--- src/rtl/intsrc_pkg.sv ---
package intsrc_pkg;
  localparam int PRIO_W = 8;
  typedef logic [PRIO_W-1:0] prio_t;
  localparam prio_t PRIO_MASKED = '1;
endpackage

--- src/rtl/intsrc_pick.sv ---
module intsrc_pick #(
  parameter int N = 8
) (
  input  logic [N-1:0]                      elig,
  output logic                              any,
  output logic [((N > 1) ? $clog2(N) : 1)-1:0] idx
);
  localparam int IW = (N > 1) ? $clog2(N) : 1;

  // lowest eligible index wins
  always_comb begin
    any = |elig;
    idx = '0;
    for (int i = N - 1; i >= 0; i--)
      if (elig[i]) idx = IW'(i);
  end
endmodule

--- src/rtl/intsrc_sweep.sv ---
module intsrc_sweep #(
  parameter int N = 8
) (
  input  logic                              clk,
  input  logic                              rst,
  input  logic                              start,
  input  logic                              stall,
  output logic                              busy,
  output logic                              step,
  output logic [((N > 1) ? $clog2(N) : 1)-1:0] ptr
);
  localparam int IW = (N > 1) ? $clog2(N) : 1;
  localparam logic [IW-1:0] LAST = IW'(N - 1);

  assign step = busy && !stall;

  always_ff @(posedge clk) begin
    if (rst) begin
      busy <= 1'b0;
      ptr  <= '0;
    end else if (!busy) begin
      if (start) begin
        busy <= 1'b1;
        ptr  <= '0;
      end
    end else if (step) begin
      if (ptr == LAST) busy <= 1'b0;
      else             ptr  <= ptr + 1'b1;
    end
  end

  // one source per cycle, frozen while the output is held
  a_r7_advance: assert property (@(posedge clk) disable iff (rst)
    busy && !stall && (ptr != LAST) |=> busy && (ptr == IW'($past(ptr) + 1'b1)));
  a_r7_stall: assert property (@(posedge clk) disable iff (rst)
    busy && stall |=> busy && $stable(ptr));
endmodule

--- src/rtl/intsrc_ctrl.sv ---
module intsrc_ctrl
  import intsrc_pkg::*;
#(
  parameter int NSRC  = 8,
  parameter int BASE  = 16,
  parameter int NUM_W = 12,
  parameter int SRV_W = 4,
  parameter logic [NSRC-1:0] LEVEL_MASK = 8'hF0,
  localparam int IW = (NSRC > 1) ? $clog2(NSRC) : 1
) (
  input  logic              clk,
  input  logic              rst,
  input  logic [NSRC-1:0]   src_in,
  input  logic              cfg_we,
  input  logic [IW-1:0]     cfg_idx,
  input  logic [SRV_W-1:0]  cfg_server,
  input  logic [PRIO_W-1:0] cfg_prio,
  output logic              pres_valid,
  input  logic              pres_ready,
  output logic [NUM_W-1:0]  pres_num,
  output logic [PRIO_W-1:0] pres_prio,
  output logic [SRV_W-1:0]  pres_server,
  input  logic              rej_valid,
  input  logic [NUM_W-1:0]  rej_num,
  input  logic              eoi_valid,
  input  logic [NUM_W-1:0]  eoi_num
  ,
  input  logic              resend_req
);
  localparam logic [NUM_W-1:0] BASE_N = NUM_W'(BASE);
  localparam logic [NUM_W-1:0] CNT_N  = NUM_W'(NSRC);

  // per-source state
  prio_t            prio   [NSRC];
  logic [SRV_W-1:0] server [NSRC];
  logic [NSRC-1:0]  asserted, sent, rejected, mpend, queued;

  prio_t            n_prio   [NSRC];
  logic [SRV_W-1:0] n_server [NSRC];
  logic [NSRC-1:0]  n_asserted, n_sent, n_rejected, n_mpend, n_queued;

  // number decode
  logic [NUM_W-1:0] rej_off, eoi_off;
  logic             rej_hit, eoi_hit;
  assign rej_off = rej_num - BASE_N;
  assign eoi_off = eoi_num - BASE_N;
  assign rej_hit = rej_valid && (rej_num >= BASE_N) && (rej_off < CNT_N);
  assign eoi_hit = eoi_valid && (eoi_num >= BASE_N) && (eoi_off < CNT_N);

  // selection
  logic [NSRC-1:0] elig, issue;
  logic            any, load, fire;
  logic [IW-1:0]   pick_idx;

  always_comb
    for (int i = 0; i < NSRC; i++)
      elig[i] = LEVEL_MASK[i] ? (queued[i] && (prio[i] != PRIO_MASKED) && asserted[i] && !sent[i])
                              : queued[i];

  intsrc_pick #(.N(NSRC)) u_pick (.elig(elig), .any(any), .idx(pick_idx));

  assign load = !pres_valid || pres_ready;
  assign fire = load && any;

  always_comb
    for (int i = 0; i < NSRC; i++)
      issue[i] = fire && (pick_idx == IW'(i));

  // resend sweep
  logic          sw_busy, sw_step;
  logic [IW-1:0] sw_ptr;

  intsrc_sweep #(.N(NSRC)) u_sweep (
    .clk(clk), .rst(rst), .start(resend_req),
    .stall(pres_valid && !pres_ready),
    .busy(sw_busy), .step(sw_step), .ptr(sw_ptr)
  );

  // next state, applied in a fixed order: issue, reject, EOI, input, config, sweep
  always_comb begin
    n_asserted = asserted;
    n_sent     = sent;
    n_rejected = rejected;
    n_mpend    = mpend;
    n_queued   = queued;
    for (int i = 0; i < NSRC; i++) begin
      n_prio[i]   = prio[i];
      n_server[i] = server[i];

      if (issue[i]) begin
        n_queued[i] = 1'b0;
        if (LEVEL_MASK[i]) n_sent[i] = 1'b1;
      end
      if (rej_hit && (rej_off[IW-1:0] == IW'(i))) begin
        if (LEVEL_MASK[i]) n_sent[i]     = 1'b0;
        else               n_rejected[i] = 1'b1;
      end
      if (eoi_hit && (eoi_off[IW-1:0] == IW'(i)) && LEVEL_MASK[i])
        n_sent[i] = 1'b0;

      if (LEVEL_MASK[i]) begin
        n_asserted[i] = src_in[i];
        if (src_in[i] && !asserted[i] && (prio[i] != PRIO_MASKED) && !n_sent[i])
          n_queued[i] = 1'b1;
      end else if (src_in[i]) begin
        if (prio[i] == PRIO_MASKED) n_mpend[i]  = 1'b1;
        else                        n_queued[i] = 1'b1;
      end

      if (cfg_we && (cfg_idx == IW'(i))) begin
        n_prio[i]   = cfg_prio;
        n_server[i] = cfg_server;
        if (LEVEL_MASK[i]) begin
          if ((cfg_prio != PRIO_MASKED) && n_asserted[i] && !n_sent[i]) n_queued[i] = 1'b1;
        end else if (n_mpend[i] && (cfg_prio != PRIO_MASKED)) begin
          n_mpend[i]  = 1'b0;
          n_queued[i] = 1'b1;
        end
      end

      if (sw_step && (sw_ptr == IW'(i))) begin
        if (LEVEL_MASK[i]) begin
          if ((n_prio[i] != PRIO_MASKED) && n_asserted[i] && !n_sent[i]) n_queued[i] = 1'b1;
        end else if (n_rejected[i]) begin
          n_rejected[i] = 1'b0;
          if (n_prio[i] != PRIO_MASKED) n_queued[i] = 1'b1;
        end
      end

      // a level request that no longer meets its rule is dropped
      if (LEVEL_MASK[i] && !((n_prio[i] != PRIO_MASKED) && n_asserted[i] && !n_sent[i]))
        n_queued[i] = 1'b0;
    end
  end

  always_ff @(posedge clk) begin
    if (rst) begin
      asserted <= '0;
      sent     <= '0;
      rejected <= '0;
      mpend    <= '0;
      queued   <= '0;
      for (int i = 0; i < NSRC; i++) begin
        prio[i]   <= PRIO_MASKED;
        server[i] <= '0;
      end
    end else begin
      asserted <= n_asserted;
      sent     <= n_sent;
      rejected <= n_rejected;
      mpend    <= n_mpend;
      queued   <= n_queued;
      for (int i = 0; i < NSRC; i++) begin
        prio[i]   <= n_prio[i];
        server[i] <= n_server[i];
      end
    end
  end

  // registered presentation port
  always_ff @(posedge clk) begin
    if (rst) begin
      pres_valid  <= 1'b0;
      pres_num    <= '0;
      pres_prio   <= '0;
      pres_server <= '0;
    end else if (load) begin
      pres_valid <= any;
      if (any) begin
        pres_num    <= BASE_N + NUM_W'(pick_idx);
        pres_prio   <= prio[pick_idx];
        pres_server <= server[pick_idx];
      end
    end
  end

  a_r1_reset_idle: assert property (@(posedge clk) rst |=> !pres_valid);
  a_r2_num_range: assert property (@(posedge clk) disable iff (rst)
    pres_valid |-> (pres_num >= BASE_N) && (pres_num < BASE_N + CNT_N));
  a_r9_hold: assert property (@(posedge clk) disable iff (rst)
    pres_valid && !pres_ready |=> pres_valid && $stable(pres_num)
                                  && $stable(pres_prio) && $stable(pres_server));
  a_r9_single_issue: assert property (@(posedge clk) disable iff (rst) $onehot0(issue));
endmodule

--- config.mk ---
export PLATFORM = sky130hd
export DESIGN_NAME = intsrc_ctrl
export DESIGN_NICKNAME = d
export VERILOG_FILES = /design/src/rtl/intsrc_pkg.sv /design/src/rtl/intsrc_pick.sv /design/src/rtl/intsrc_sweep.sv /design/src/rtl/intsrc_ctrl.sv
export SDC_FILE = /design/constraint.sdc
export NUM_CORES = 1
export LEC_CHECK = 0
export BUFFER_PORTS_ARGS = -buffer_cell sky130_fd_sc_hd__clkbuf_2
export CAP_MARGIN = 10
export CORE_MARGIN = 2
export CORE_UTILIZATION = 31
export CTS_CLUSTER_DIAMETER = 80
export DETAILED_ROUTE_END_ITERATION = 8
export GPL_TIMING_DRIVEN = 0
export PLACE_DENSITY = 0.51
export SKIP_LAST_GASP = 1
export SYNTH_ARGS = -nofsm -noshare
export SYNTH_HDL_FRONTEND = slang
export SYNTH_HIERARCHICAL = 1
export SYNTH_SLANG_ARGS = --single-unit
--- constraint.sdc ---
create_clock -name clk -period 4.85 [get_ports clk]
set_input_delay 1.455 -clock clk [delete_from_list [all_inputs] [get_ports clk]]
set_output_delay 1.455 -clock clk [all_outputs]
set_load 0.005 [all_outputs]
==> results of run 1 <==
flip-flops by register name (all words and copies together) (netlist names):
register / count
u_sweep/ptr: 3
mpend: 4
pres_num: 4
queued: 8
asserted: 4
prio: 64
server: 32
pres_valid: 1
rejected: 4
pres_prio: 8
sent: 4
u_sweep/busy: 1
pres_server: 4
path summary, 6_finish.rpt:
| check | end | cells past startpoint | from | slack, ns |
|---|---|---|---|---|
| hold reg to reg | pres_num[1] | 2 | pres_num[1] | 0.46 |
| setup reg to reg | pres_prio[3] | 9 | prio[5][5] | 1.76 |
| hold / removal | pres_num[1] | 2 | pres_num[1] | 0.46 |
| setup / recovery | server[7][0] | 5 | rst | 1.56 |
metal layers:
metal	track usage, %	vias to the layer above
met5	0	-
met4	5.251	0
met3	3.334	17
met2	28.25	125
met1	24.71	2806
li1	-	2781
synthesized netlist by cell type, drive strengths merged (3+ instances only):
| library cell | number |
|---|---|
| nand2 | 147 |
| dfxtp | 109 |
| nor2 | 67 |
| nand3b | 66 |
| buf | 41 |
| edfxtp | 32 |
| nand4 | 26 |
| mux4 | 24 |
| clkbuf | 18 |
| a211oi | 15 |
| a21oi | 15 |
| o21ai | 15 |
| nor3 | 14 |
| nand2b | 13 |
| mux2i | 12 |
| nor2b | 11 |
| o31ai | 11 |
| inv | 10 |
| nand3 | 8 |
| or2 | 7 |
| nand4b | 6 |
| a211o | 4 |
| and3 | 4 |
| and4 | 4 |
| nor4b | 4 |
| o221ai | 4 |
| o22ai | 4 |
| a21boi | 3 |
| and4b | 3 |
| and4bb | 3 |
| o211a | 3 |
| o211ai | 3 |
| o21bai | 3 |
layout make-up:
type                            instances  area, µm²  area share (%)
Multi-Input combinational cell        523       3445           41.54
Clock buffer                           22      486.7           5.869
Inverter                               10      37.54          0.4526
Buffer                                 60      392.9           4.737
Clock inverter                         10      127.6           1.539
Timing Repair Buffer                   62      310.3           3.742
Sequential cell                       141       3143           37.90
Tap cell                              280      350.3           4.225
worst reg2reg max path, cell delays in order (launching register included):
cell	delay, ns
dfxtp_1	0.34
nand4_1	0.18
nor2_1	0.10
nor3_1	0.45
a21oi_1	0.09
o41ai_1	0.47
clkbuf_8	0.31
mux4_1	0.65
mux2i_1	0.25
a211oi_1	0.11
power breakdown:
| group | leakage (nW) | switching (mW) | internal (mW) |
|---|---|---|---|
| clock network | 0.296 | 0.533 | 0.825 |
| registers | 1.20 | 0.0466 | 1.28 |
| logic | 1.87 | 0.307 | 0.241 |
cells by family after synthesis:
group	count (synthesis)
multiplexers	36
buffers and inverters	70
flip-flops	141
adder cells (fa/ha/maj)	2
AND/OR/NAND/NOR	393
other	1
AO/OA/AOI/OAI	84
==> flow_summary.ini, run 1 <==
[clock_network]
clock_tree.root_cell = clkbuf_16
post_cts_resized = 0
cts_tree = done
clkTransAtPathRegs_ns = 0.06
clock_path_buffers = 2
hold_buffers = 0
clk_latency_ns = 0.43
clock-sinks = 141
postCtsSetupBuffers = 0
cts_buffers = 17
htree_levels = 4

[die]
ioPinCount = 79
fp.dieW_um = 154.2
die_h_um = 154.2
core-area_um2 = 21960
initial_core_util_pct = 31.84
die-area_um2 = 23770
rows = 54

[power_and_ir_drop]
leakage_nw = 3.372
ir_worst_vdd_mv = 0.1667
p_per_area_nw_per_um2 = 390.0
power.total_mw = 3.234

[sta]
fin_setup_tns_ns = 0
fmax_mhz = 304.4
hold_viol_final = 0
fin_crit_sh_pct = 67.73
fin_skew_ns = 0.01249
rsz0062_at_grt = no
final.min_clock_period_ns = 3.285
drv_slew = 0
fin_ws_ns = 1.565
hold_ws_ns = 0.4626
tightest_slew_ns = 0.7897
relSlewSlack_pct = 47.36
setup_viol = 0

[cells_and_area]
final_common_cell = nand2_1
final_nets = 871
final_cell_mix = nand2_1 (147), dfxtp_1 (109), nor2_1 (66), nand3b_1 (66), clkbuf_2 (63)
fillers = 2222
syn2layout_area_growth_pct = 18.61
drive_gt1_share_pct = 20.05
finalNonFillerCells = 1108
antenna_cells = 0
final_area_um2 = 8293
final_core_util_pct = 37.77

[placement]
dpl_cell_area_um2 = 7679
place_hpwl_mm = 15.68
place_ws_ns = 1.085
dp_cells = 1076
io_buffers = 62
gp_congestion = 0.8492

[min_path]
hp-class = flop to flop

[worst_setup_path]
crit_top_cell = clkbuf_1
crit_path_max_fanout = 10
critPathMaxStageDelay_ns = 0.66
crit_chain = clkbuf_2, clkbuf_1, clkbuf_1, clkbuf_1, nand2b_1
critPathTopFamily = buffers and inverters
cp.arrival_ns = 3.39
start_kind = input pin
end_kind = flop
crit_slowest_cell = clkbuf_1
required_ns = 4.95
crit_buf_inv = 4
worstSetupPathType = input pin to flop

[logic_synthesis]
syn_avg_cell_area_um2 = 9.617
synth-async-reset-ratio_pct = 0
synth_xor_area_share_pct = 0
ys_ff_latch = 141
synth_top_family_by_area = simple AND/OR/NAND/NOR gates
synth_ff_type = dfxtp_1
synth_area_leaders = dfxtp_1 (31%), edfxtp_1 (14%), nand2_1 (7.9%), nand3b_1 (7.1%), mux4_1 (4.5%)
synth_area_um2 = 6992
synth_warnings = 6
synth.yosys.seq_area_share_pct = 44.95
synth_cells = 727
synth_top_area_cell = dfxtp_1
yosys.area_share.simple_pct = 30.08
yosysUniqueCellTypes = 60
yosys.area.top_type_share_pct = 31.21
synth_compound_area_share_pct = 8.304
synth.area.mux_share_pct = 10.09
synthAdderAreaFrac_pct = 0.3579
synth-edff-count = 32

[grt]
grt_max_degree = 17
grt_pass1_vias = 5519
grt_overflow_total = 0
antenna_found_initial = 0
grt_use_total_pct = 17.77
grt_pass1_wl_mm = 31.97

[route]
wl_met2_mm = 9.570
drt-total-wl_mm = 20.74
drt.antenna.violating_nets = 0
drc = 0
top_layer_used = met4
wl_per_cell_um = 18.72
avgViaCountPerCell = 5.171
dr.pass1.iters = 5
vias = 5729
m1WireLength_mm = 10.09
drt_iter0_markers = 514
wl_met3_um = 775

[status]
outcome = finished clean

[job]
drv_cap = 0
No activity file was read; power rests on OpenSTA's default activity.
==> run 2: changes to the inputs <==
--- a/config.mk
+++ b/config.mk
@@ -12,7 +12,7 @@
 export CTS_CLUSTER_DIAMETER = 80
 export DETAILED_ROUTE_END_ITERATION = 8
 export GPL_TIMING_DRIVEN = 0
-export PLACE_DENSITY = 0.51
+export PLACE_DENSITY = 0.52
 export SKIP_LAST_GASP = 1
 export SYNTH_ARGS = -nofsm -noshare
 export SYNTH_HDL_FRONTEND = slang
==> constraint.sdc (replaced) <==
create_clock -name clk -period 3 [get_ports clk]
set_input_delay 0.9 -clock clk [delete_from_list [all_inputs] [get_ports clk]]
set_output_delay 0.9 -clock clk [all_outputs]
set_load 0.005 [all_outputs]
==> flow_summary.ini, run 2 (synthesis gave the netlist of run 1 again) <==
[cells_and_area]
final_core_util_pct = 37.77
final_nets = 871
syn2layout_area_growth_pct = 18.61
top_regs = prio x64, server x32
final_common_cell = nand2_1
antenna_cells = 0
drive_gt1_share_pct = 20.41
largest_reg_flops = 64
final_cell_mix = nand2_1 (147), dfxtp_1 (109), nor2_1 (66), nand3b_1 (66), clkbuf_2 (62)
top_register = prio
finalNonFillerCells = 1108

[route]
vias = 5765
drc = 0
dr.pass1.iters = 5
drt_iter0_markers = 436
drt-total-wl_mm = 20.64
drt.antenna.violating_nets = 0
wl_per_cell_um = 18.63
avgViaCountPerCell = 5.203

[grt]
grt_pass1_vias = 5690
grt_max_degree = 17
antenna_found_initial = 0
grt_use_total_pct = 17.90
grt_pass1_wl_mm = 32.56
grt_overflow_total = 0

[placement]
io_buffers = 62
place_ws_ns = -0.1606
gp_congestion = 0.8192
dp_cells = 1076
place_hpwl_mm = 15.47

[sta]
fmax_mhz = 349.0
setup_viol = 0
fin_ws_ns = 0.1349
rsz0062_at_grt = no
fin_skew_ns = 0.007100
hold_viol_final = 0
drv_slew = 0
fin_setup_tns_ns = 0
fin_crit_sh_pct = 95.50
tightest_slew_ns = 0.6920
relSlewSlack_pct = 53.87
final.min_clock_period_ns = 2.865

[worst_setup_path]
crit_path_max_fanout = 10
rr_startpoint = prio[7][4]
crit_chain = nand4_1, nor2_1, nor3_1, a21oi_1, o41ai_2, buf_6, buf_12, mux4_2, mux2i_1, a211oi_1
crit_slowest_cell = mux4_2
critPathTopFamily = multiplexers
worstSetupPathType = flop to flop
critPathMaxStageDelay_ns = 0.55
crit_buf_inv = 2
start_kind = flop
startpoint = prio[7][4]
cp.arrival_ns = 3.15
end_kind = flop
required_ns = 3.29

[clock_network]
clock_tree.root_cell = clkbuf_16
clock-sinks = 141
cts_tree = done
clock_path_buffers = 2
htree_levels = 4
postCtsSetupBuffers = 0
clkTransAtPathRegs_ns = 0.06
cts_buffers = 17
clk_latency_ns = 0.43

[die]
die_h_um = 154.2
initial_core_util_pct = 31.84
core-area_um2 = 21960
fp.dieW_um = 154.2
die-area_um2 = 23770
ioPinCount = 79
rows = 54

[power_and_ir_drop]
ir_worst_vdd_mv = 0.3083
leakage_nw = 3.383
swShare_pct = 26.97
p_per_area_nw_per_um2 = 623.4
switchingPower_mw = 1.394
p_seq_share_pct = 41.6
p_int_mw = 3.776
power.clock.fraction_pct = 41.1
combPwrFrac_pct = 17.3

[min_path]
min-delay-start = pres_num[1]
hp-class = flop to flop

[job]
drv_cap = 0

[status]
outcome = finished clean
-- run 2: cell type report --
class	count	area, µm²
inverters	10	37.54
clock buffers	21	481.7
flip-flops and latches	141	3143
well taps	280	350.3
multi-input cells	523	3462
clock inverters	11	112.6
plain buffers	60	395.4
repair buffers	62	310.3
fillers	2218	13670
-- run 2: power by group through the flow --
stage	logic [mW]	registers, mW	clock network [mW]
2_1_floorplan	0.600	2.17	0
3_3_place_gp	0.886	2.19	0
3_5_place_dp	0.891	2.19	0
4_1_cts	0.895	2.15	2.16
5_1_grt	0.978	2.16	2.25
6_report	0.896	2.15	2.13
-- run 2: repair_timing --
| item | 4_1_cts | 5_1_grt |
|---|---|---|
| setup endpoints to repair | 10 | 12 |
| hold buffers | 0 | 0 |
| gates resized for setup | 1 | 5 |
-- run 2: metrics by stage --
step                      area [µm²]  hold slack, ns  total power, mW
after floorplan                 7018          0.4517            2.769
after global placement          7679          0.4500            3.072
after detailed placement        7679          0.4509            3.078
after CTS                       8280          0.4590            5.203
after global routing            8293          0.4828            5.396
final                           8293          0.4586            5.170
-- run 2: metal layers --
layer	part of all wire, %	track usage (%)	vias up	routed length, µm
li1	-	-	2780	-
met1	48	24.96	2819	9843
met2	46	28.14	148	9511
met3	4.5	3.390	18	923
met4	1.7	5.652	0	359
met5	0	0	-	0
-- run 2: path summary, 6_finish.rpt --
path                  endpoint  slack (ns)  cells after the start
setup reg to reg  pres_prio[7]        0.13                     10
hold / removal     pres_num[1]        0.46                      2
setup / recovery  pres_prio[7]        0.13                     10
hold reg to reg    pres_num[1]        0.46                      2
-- run 2: worst min-delay path: stages (launching register included) --
cell and delay [ns]:
dfxtp_1 0.31, nand2_1 0.05, a21oi_1 0.05
==> run 3: changes to the inputs <==
--- a/config.mk
+++ b/config.mk
@@ -5,6 +5,7 @@
 export SDC_FILE = /design/constraint.sdc
 export NUM_CORES = 1
 export LEC_CHECK = 0
+export ABC_AREA = 1
 export BUFFER_PORTS_ARGS = -buffer_cell sky130_fd_sc_hd__clkbuf_2
 export CAP_MARGIN = 10
 export CORE_MARGIN = 2
@@ -12,6 +13,7 @@
 export CTS_CLUSTER_DIAMETER = 80
 export DETAILED_ROUTE_END_ITERATION = 8
 export GPL_TIMING_DRIVEN = 0
+export HOLD_SLACK_MARGIN = 0.12
 export PLACE_DENSITY = 0.52
 export SKIP_LAST_GASP = 1
 export SYNTH_ARGS = -nofsm -noshare
==> flow_summary.ini, run 3 <==
[worst_setup_path]
end_kind = flop
crit_chain = nand4_1, or2_2, nor3b_1, inv_1, nand3_1, a31oi_4, inv_1, nor2_4, buf_6, inv_1, o21bai_1, nand3_1, nand2_1, nor2_1
required_ns = 3.33
r2r_slack_ns = 0.12
r2r_cells = 14
r2r-end = queued[6]
crit_top_cell = inv_1
crit_slowest_cell = dfxtp_1
startpoint = prio[4][6]
crit_path_max_fanout = 10
rr_startpoint = prio[4][6]
worstSetupPathType = flop to flop
start_kind = flop
critPathMaxStageDelay_ns = 0.37
cp.arrival_ns = 3.21

[route]
drt_iter0_markers = 610
drc = 0
wl_per_cell_um = 16.29
dr.pass1.iters = 5
drt.antenna.violating_nets = 0
avgViaCountPerCell = 4.892
vias = 6961
drt-total-wl_mm = 23.18

[logic_synthesis]
synthTopCellsByCount = nand2_1 (367), dfxtp_1 (109), nor2_1 (103)
synth.area.mux_share_pct = 0
synthAdderAreaFrac_pct = 0.3548
synth_cells = 1025
synth_most_common_cell = nand2_1
synth.yosys.seq_area_share_pct = 44.56
yosysUniqueCellTypes = 33
synth_area_um2 = 7053
synth-edff-count = 32
yosys.area.top_type_share_pct = 30.94
synth_ff_type = dfxtp_1
synth_top_family_by_area = simple AND/OR/NAND/NOR gates
synth_area_leaders = dfxtp_1 (31%), nand2_1 (20%), edfxtp_1 (14%), nor2_1 (5.5%), nand3_1 (5.3%)
synth_xor_area_share_pct = 0
synth_top_area_cell = dfxtp_1
synth_warnings = 6
syn_avg_cell_area_um2 = 6.881
synth-async-reset-ratio_pct = 0
synth_compound_area_share_pct = 9.420
yosys.area_share.simple_pct = 37.20
ys_ff_latch = 141

[grt]
grt_pass1_wl_mm = 35.76
grt_overflow_total = 0
grt_max_degree = 17
grt_use_total_pct = 19.88
antenna_found_initial = 0
grt_pass1_vias = 6384

[min_path]
holdPathEnd = rejected[2]
min-delay-start = rejected[2]
hold_depth = 2
hp-class = flop to flop

[power_and_ir_drop]
p_per_area_nw_per_um2 = 651.0
leakage_nw = 4.332
ir_worst_vdd_mv = 0.4383
power.total_mw = 5.541

[cells_and_area]
finalNonFillerCells = 1423
final_common_cell = nand2_1
final_area_um2 = 8511
drive_gt1_share_pct = 16.17
top_regs = prio x64, server x32
antenna_cells = 0
syn2layout_area_growth_pct = 20.67
largest_reg_flops = 64
top_register = prio
final_cell_mix = nand2_1 (366), dfxtp_1 (109), nor2_1 (100), inv_1 (98), nand3_1 (75)
final_core_util_pct = 37.82
final_nets = 1182

[clock_network]
cts_buffers = 17
clk_latency_ns = 0.44
clock_path_buffers = 2
clock-sinks = 141
clock_tree.root_cell = clkbuf_16
htree_levels = 4
clkTransAtPathRegs_ns = 0.06
cts_tree = done
hold_buffers = 0

[job]
drv_cap = 0

[sta]
rsz0062_at_grt = yes
hold_viol_final = 0
relSlewSlack_pct = 23.59
tightest_slew_ns = 1.134
final.min_clock_period_ns = 2.875
fin_crit_sh_pct = 95.85
drv_slew = 0
fin_skew_ns = 0.006607
fmax_mhz = 347.8
setup_viol = 0
hold_ws_ns = 0.4541

[die]
fp.dieW_um = 154.8
ioPinCount = 79
rows = 55
initial_core_util_pct = 31.34
core-area_um2 = 22500
die_h_um = 154.8
die-area_um2 = 23970

[placement]
place_hpwl_mm = 17.55
io_buffers = 70
dpl_cell_area_um2 = 7786
dp_cells = 1387
gp_congestion = 0.9035

[status]
outcome = finished clean
## run 3: cells by family (layout without fill, tap and decap cells)
group / Yosys count / after routing
buffers and inverters: 144 / 250
AOI/OAI and AO/OA: 115 / 115
DFF: 141 / 141
adders and majority gates: 2 / 2
and+or+nand+nor: 622 / 622
other: 1 / 8
## run 3: critical path: cells and delay by family, from the launching register on
kind	cells	cell delay [ns]
flip-flops	1	0.37
AO/OA/AOI/OAI	2	0.53
AND/OR/NAND/NOR	8	1.34
buffers and inverters	4	0.53
## run 3: worst max-delay path by stage
stage	endpoint	slack (ns)	depth (start not counted)
3_3_place_gp	pres_prio[1]	-0.27	20
5_1_grt	pres_prio[0]	-0.008	20
6_report	queued[6]	0.12	14
4_1_cts	queued[6]	0.03	14
3_5_place_dp	pres_prio[1]	-0.24	20
2_1_floorplan	queued[1]	0.67	19
## run 3: metal layers
layer / wire length (µm) / GRT usage [%]
met1: 10590 / 27.02
met2: 10540 / 31.91
met3: 1594 / 3.250
met4: 454 / 7.319
met5: 0 / 0
## run 3: layout make-up
cell class / instances / area, µm²
Buffer: 42 / 242.7
Clock buffer: 20 / 436.7
Clock inverter: 11 / 145.1
Fill cell: 2418 / 13990
Inverter: 102 / 382.9
Multi-Input combinational cell: 747 / 3403
Sequential cell: 141 / 3143
Tap cell: 285 / 356.6
Timing Repair Buffer: 75 / 400.4
## run 3: timing repair
item | CTS | global route
gates resized for setup | 11 | 19
setup endpoints to repair | 20 | 23
pin swaps | 0 | 4
buffers inserted | 0 | 5
## run 3: power breakdown
part	leakage, nW	switching (mW)	total, mW	internal, mW
registers	1.20	0.0901	2.17	2.08
clock network	0.276	0.839	2.14	1.30
logic	2.85	0.800	1.23	0.431
## run 3: stage by stage
stage / setup TNS (ns) / setup slack [ns]
2_1_floorplan: 0 / 0.6740
3_3_place_gp: -3.024 / -0.2670
3_5_place_dp: -3.062 / -0.2445
4_1_cts: 0 / 0.02546
5_1_grt: -0.009170 / -0.008136
6_report: 0 / 0.1246
